`src/rtl/frame_seq_pkg.sv`:
```
package frame_seq_pkg;

   typedef enum logic [1:0] {
      FOP_CALL_ABS = 2'd0,
      FOP_CALL_REG = 2'd1,
      FOP_SWI      = 2'd2,
      FOP_RET      = 2'd3
   } fop_e;

   typedef enum logic [2:0] {
      ST_IDLE,
      ST_ACC0,
      ST_ACC1,
      ST_DONE,
      ST_FAULT
   } fst_e;

   function automatic logic fop_is_ret(input fop_e op);
      return op == FOP_RET;
   endfunction

endpackage

```
`src/rtl/frame_seq_step.sv`:
```
// Combinational description of one frame access: where, what, and which way.
module frame_seq_step
   import frame_seq_pkg::*;
#(
   parameter int AW        = 32,
   parameter int DW        = 32,
   parameter int LONG_LEN  = 6,
   parameter int SHORT_LEN = 2
) (
   input  fop_e          op,
   input  logic          step,
   input  logic [AW-1:0] base,
   input  logic [AW-1:0] pc,
   input  logic [AW-1:0] fp,
   output logic [AW-1:0] addr,
   output logic [DW-1:0] wdata,
   output logic          we
);
   localparam int SLOT = DW / 8;
   localparam logic [AW-1:0] SLOT2 = AW'(2 * SLOT);
   localparam logic [AW-1:0] SLOT3 = AW'(3 * SLOT);

   logic [AW-1:0] ret_addr;

   always_comb begin
      ret_addr = pc + ((op == FOP_CALL_REG) ? AW'(SHORT_LEN) : AW'(LONG_LEN));
      if (fop_is_ret(op)) begin
         we    = 1'b0;
         wdata = '0;
         addr  = step ? base + AW'(SLOT) : base;
      end else begin
         we    = 1'b1;
         addr  = step ? base - SLOT3 : base - SLOT2;
         wdata = step ? DW'(fp) : DW'(ret_addr);
      end
   end

endmodule

```
`src/rtl/frame_seq_ctl.sv`:
```
// Sequencing state machine: accept, two handshaked accesses, then done or fault.
module frame_seq_ctl
   import frame_seq_pkg::*;
(
   input  logic clk,
   input  logic rst_n,
   input  logic start,
   input  logic misalign,
   input  logic mem_ready,
   output fst_e state,
   output logic busy,
   output logic mem_req,
   output logic step,
   output logic fire,
   output logic done,
   output logic fault
);
   fst_e nxt;

   always_comb begin
      nxt = state;
      unique case (state)
         ST_IDLE:  if (start) nxt = misalign ? ST_FAULT : ST_ACC0;
         ST_ACC0:  if (mem_ready) nxt = ST_ACC1;
         ST_ACC1:  if (mem_ready) nxt = ST_DONE;
         ST_DONE:  nxt = ST_IDLE;
         ST_FAULT: nxt = ST_IDLE;
         default:  nxt = ST_IDLE;
      endcase
   end

   always_ff @(posedge clk) begin
      if (!rst_n) state <= ST_IDLE;
      else        state <= nxt;
   end

   assign busy    = state != ST_IDLE;
   assign mem_req = (state == ST_ACC0) || (state == ST_ACC1);
   assign step    = state == ST_ACC1;
   assign fire    = mem_req && mem_ready;
   assign done    = state == ST_DONE;
   assign fault   = state == ST_FAULT;

endmodule

```
`src/rtl/frame_seq.sv`:
```
module frame_seq
   import frame_seq_pkg::*;
#(
   parameter int AW          = 32,
   parameter int DW          = 32,
   parameter bit ALIGN_CHECK = 1'b1
) (
   input  logic          clk,
   input  logic          rst_n,
   input  logic          req_valid,
   input  logic [1:0]    req_op,
   input  logic [AW-1:0] sp_in,
   input  logic [AW-1:0] fp_in,
   input  logic [AW-1:0] pc_in,
   input  logic [AW-1:0] tgt_in,
   output logic          busy,
   output logic          done,
   output logic          fault,
   output logic [AW-1:0] sp_out,
   output logic [AW-1:0] fp_out,
   output logic [AW-1:0] pc_out,
   output logic          mem_req,
   output logic          mem_we,
   output logic [AW-1:0] mem_addr,
   output logic [DW-1:0] mem_wdata,
   input  logic [DW-1:0] mem_rdata,
   input  logic          mem_ready
);
   localparam int SLOT       = DW / 8;
   localparam int ALIGN_BITS = $clog2(SLOT);
   localparam logic [AW-1:0] FRAME = AW'(3 * SLOT);

   initial begin
      if (DW % 8 != 0 || DW < 16) $error("frame_seq: DW must be a byte multiple of at least 16");
      if (AW > DW)                $error("frame_seq: AW must not exceed DW");
      if (SLOT != (1 << ALIGN_BITS)) $error("frame_seq: DW/8 must be a power of two");
   end

   fop_e          op_in, op_q;
   fst_e          state;
   logic          accept, misalign, step, fire, step_we;
   logic [AW-1:0] base_in, base_q, pc_q, fp_q, tgt_q;
   logic [DW-1:0] rd0_q;

   assign op_in   = fop_e'(req_op);
   assign base_in = fop_is_ret(op_in) ? fp_in : sp_in;
   assign accept  = req_valid && !busy;

   generate
      if (ALIGN_CHECK) begin : g_align
         assign misalign = |base_in[ALIGN_BITS-1:0];
      end else begin : g_noalign
         assign misalign = 1'b0;
      end
   endgenerate

   frame_seq_ctl u_ctl (
      .clk      (clk),
      .rst_n    (rst_n),
      .start    (accept),
      .misalign (misalign),
      .mem_ready(mem_ready),
      .state    (state),
      .busy     (busy),
      .mem_req  (mem_req),
      .step     (step),
      .fire     (fire),
      .done     (done),
      .fault    (fault)
   );

   frame_seq_step #(.AW(AW), .DW(DW)) u_step (
      .op   (op_q),
      .step (step),
      .base (base_q),
      .pc   (pc_q),
      .fp   (fp_q),
      .addr (mem_addr),
      .wdata(mem_wdata),
      .we   (step_we)
   );

   assign mem_we = mem_req && step_we;

   always_ff @(posedge clk) begin
      if (!rst_n) begin
         op_q   <= FOP_CALL_ABS;
         base_q <= '0;
         pc_q   <= '0;
         fp_q   <= '0;
         tgt_q  <= '0;
         rd0_q  <= '0;
         sp_out <= '0;
         fp_out <= '0;
         pc_out <= '0;
      end else begin
         if (accept) begin
            op_q   <= op_in;
            base_q <= base_in;
            pc_q   <= pc_in;
            fp_q   <= fp_in;
            tgt_q  <= tgt_in;
         end
         if (fire && !step) rd0_q <= mem_rdata;
         if (fire && step) begin
            if (fop_is_ret(op_q)) begin
               sp_out <= base_q + FRAME;
               fp_out <= AW'(rd0_q);
               pc_out <= AW'(mem_rdata);
            end else begin
               sp_out <= base_q - FRAME;
               fp_out <= base_q - FRAME;
               pc_out <= tgt_q;
            end
         end
      end
   end

endmodule

```
`config.mk`:
```
export PLATFORM = sky130hd
export DESIGN_NAME = frame_seq
export DESIGN_NICKNAME = d
export VERILOG_FILES = /design/src/rtl/frame_seq_pkg.sv /design/src/rtl/frame_seq_step.sv /design/src/rtl/frame_seq_ctl.sv /design/src/rtl/frame_seq.sv
export SDC_FILE = /design/constraint.sdc
export NUM_CORES = 1
export LEC_CHECK = 0
export BUFFER_PORTS_ARGS = -buffer_cell sky130_fd_sc_hd__buf_2
export CORE_MARGIN = 5
export CORE_UTILIZATION = 54
export CTS_CLUSTER_SIZE = 30
export DETAILED_ROUTE_END_ITERATION = 8
export HOLD_SLACK_MARGIN = 0.12
export PLACE_DENSITY = 0.81
export SLEW_MARGIN = 20
export SYNTH_ARGS = -nofsm -noshare
export SYNTH_HDL_FRONTEND = slang
export SYNTH_SLANG_ARGS = --single-unit
```
`constraint.sdc`:
```
create_clock -name clk -period 3.5 [get_ports clk]
set_input_delay 0.175 -clock clk [delete_from_list [all_inputs] [get_ports clk]]
set_output_delay 0.175 -clock clk [all_outputs]
set_load 0.02 [all_outputs]
```
==> results.cfg <==
[route]
wire_per_inst_um = 20.9
routed_wl_mm = 53.1
drt_first_pass_iters = 8
drc_errors = 0
viasPerCell = 6.15
vias = 15600
ant_nets = 0
dr.first_iter.drc_count = 1978

[layout]
nFillCells = 1825
multi_input_area_um2 = 7260
area.sequential_um2 = 5230
fin_nets = 2365
layout_common_cells = 451 x nand2_1, 330 x buf_2, 261 x dfxtp_1, 197 x a21oi_1, 179 x dlygate4sd3_1
layout-drive-gt1-share_pct = 19.4
syn_to_final_growth_pct = 34.2
stdcell_count = 2538
final_common_cell = nand2_1
stdcell_area_um2 = 17600

[sta]
setup_violations = 0
fin_skew_ns = 0.0182
slew_viol_final = 0
tightest_slew_ns = 1.12
setup_ws_ns = 0.177
final.min_clock_period_ns = 3.32
max_freq_mhz = 301
timing.slew.headroom_pct = 25.0
hold_viol = 0
setup_tns_ns = 0
post-route-period-util_pct = 94.9

[synthesis]
synthDistinctLibCells = 67
syn_area_um2 = 13100
synthXorXnorAreaFrac_pct = 6.81
yosysWarnings = 0
synth_fa_ha_area_share_pct = 0.821
synth_compound_area_share_pct = 19.2
synth-simple-area-share_pct = 27.9
ys.flop_type = dfxtp_1
postSynthNetCount = 1964
synth_area_leader_cell = dfxtp_1
synth.area.mux_share_pct = 0.162
synth_area_leaders = dfxtp_1 40%, nand2_1 13%, a21oi_1 7.5%
synth.yosys.seq_area_share_pct = 39.9
ys_ff_latch = 261
synth_cells = 1790
avgSynthCellArea_um2 = 7.32
synth_edf_count = 0
synth_top_area_share_pct = 39.9
async_flop_share_pct = 0
synth_top_family_by_area = simple AND/OR/NAND/NOR gates

[clock_tree]
cts_buffers = 28
insertion_delay_ns = 0.56
h-tree-depth = 1
cts_buffer_depth = 3
cts.sinks = 261
cts_setup_buffers = 0
cts_tree = done
clock_tree.root_cell = clkbuf_16
clk_pin_slew_ns = 0.06

[global_routing]
antenna_found_initial = 2
grt_max_degree = 205
grt_util_all_layers_pct = 36.4
grt_pass1_wl_mm = 82.6
grt_pass1_vias = 15000
grt-ovfl-total = 0

[setup_path]
max_stage_delay_ns = 0.54
rrSetupSlack_ns = 0.63
start_kind = register
critPathSlowestCell = nor3_1
worstPathMaxFanout = 5
cp.arrival_ns = 3.15
cp_cell_sequence = nand2b_1, ha_1, a21oi_1, nor3_1, and2_1, nand3_1, xor2_1, a21oi_1, buf_2
end_kind = output pin
path_buf_inv = 1
worstPathRequired_ns = 3.32
worstSetupPathType = register to output pin
critPathTopFamily = simple AND/OR/NAND/NOR gates
worst_path_most_repeated_cell = a21oi_1

[placement]
place_congestion = 0.998
placed_area_um2 = 14800
hpwl_mm = 33.6
io_buffers = 330
preCtsSetupSlack_ns = 0.603
placedCellCount = 2306

[job]
maxCapViolCount = 0

[pwr]
ir_worst_vdd_v = 0.000386
p_per_area_nw_per_um2 = 480
p_leak_nw = 7.11

[die]
core-area_um2 = 24100
die_y_um = 166
die_area_um2 = 27500
start_util_pct = 54.4
dieWidth_um = 166
fp-row-count = 57
io_pins = 331

[run_status]
status = finished, final reports clean

[hold_path]
hold_path_class = primary input to register
[repair_timing]
action / in CTS / in global routing
hold buffers: 179 / 0
endpoints found under the hold margin: 199 / 0
endpoints found under the setup margin: 0 / 17
resized for setup: 0 / 8
[cell type report]
cell class | instances | share of cell area (%)
multi-input combinational | 1352 | 41.3
sequential | 261 | 29.7
timing repair buffer | 535 | 21.0
clock buffer | 40 | 4.41
tap | 324 | 2.30
clock inverter | 11 | 1.02
inverter | 13 | 0.306
antenna | 2 | 0.0284
[cell families (layout without fill, tap and decap cells)]
family,Yosys count,count (layout)
multiplexers,2,2
adder cells (fa/ha/maj),8,8
other,0,2
AND/OR/NAND/NOR,840,840
flip-flops,261,261
buffers and inverters,177,599
XOR/XNOR,102,102
AO/OA/AOI/OAI,400,400
[synth_stat cells (2+ instances only)]
cell type and instances:
nand2_1 453, dfxtp_1 261, a21oi_1 197, nor2_1 166, clkbuf_1 131, nand3_1 74
a311oi_1 69, xnor2_1 59, xor2_1 43, nor3_1 36, o21ai_0 34, nand4_1 25
a211oi_1 20, buf_1 19, nor4_1 17, o21ai_1 17, and3_1 13, or3_1 13
buf_2 12, inv_1 12, a31oi_1 9, and2_1 9, a221o_1 7, ha_1 7
o211ai_1 7, o22ai_1 7, nand2b_1 6, o31ai_1 6, a32oi_1 4, or4_1 4
nor2b_1 3, nor4_2 3, or2_2 3, a2111oi_0 2, a22o_1 2, a22oi_1 2
buf_4 2, nand3b_1 2, o221a_1 2, o221ai_1 2, o22ai_2 2, o32ai_1 2
or4_4 2
[sequential cells by signal (all words and copies together) (netlist names)]
| register | cells |
|---|---|
| tgt_q | 32 |
| fp_out | 32 |
| fp_q | 32 |
| sp_out | 32 |
| pc_out | 32 |
| pc_q | 32 |
| u_ctl.state | 3 |
| rd0_q | 32 |
| base_q | 32 |
| op_q | 2 |
[per-stage QoR]
stage,total power (W),utilization [%],hold WS [ns]
2_1_floorplan,0.00448,-,0.292
3_3_place_gp,0.00510,61.4,0.416
3_5_place_dp,0.00512,61.4,0.419
4_1_cts,0.00835,72.8,0.147
5_1_grt,0.00873,73.0,0.178
6_report,0.00844,73.0,0.181
[worst register-to-register path, delay by kind of cell, from the launching register on]
| kind | cells | cell delay [ns] |
|---|---|---|
| buffers and inverters | 3 | 1.10 |
| AND/OR/NAND/NOR | 3 | 1.17 |
| AO/OA/AOI/OAI | 1 | 0.24 |
| flip-flops | 1 | 0.31 |
[worst paths after layout]
| path | startpoint | endpoint | cells after the start |
|---|---|---|---|
| setup / recovery | op_q[0] | mem_wdata[30] | 9 |
| hold / removal | req_op[0] | op_q[0] | 4 |
| setup reg to reg | u_ctl.state[2] | base_q[20] | 7 |
| hold reg to reg | rd0_q[30] | rd0_q[30] | 2 |
[where the power goes]
part           internal, W  switching [W]  total, W  leakage, nW
combinational     0.000734        0.00122   0.00195         4.53
sequential         0.00314       0.000230   0.00337         2.13
clock              0.00184        0.00127   0.00312        0.461
total              0.00572        0.00272   0.00844         7.11
[layer usage]
layer	global-route usage [%]	share of wire, %
met5	0	0
met1	45.7	38
met4	19.9	6.7
met3	7.66	10
met2	58.8	45
No activity file was read; power rests on OpenSTA's default activity.
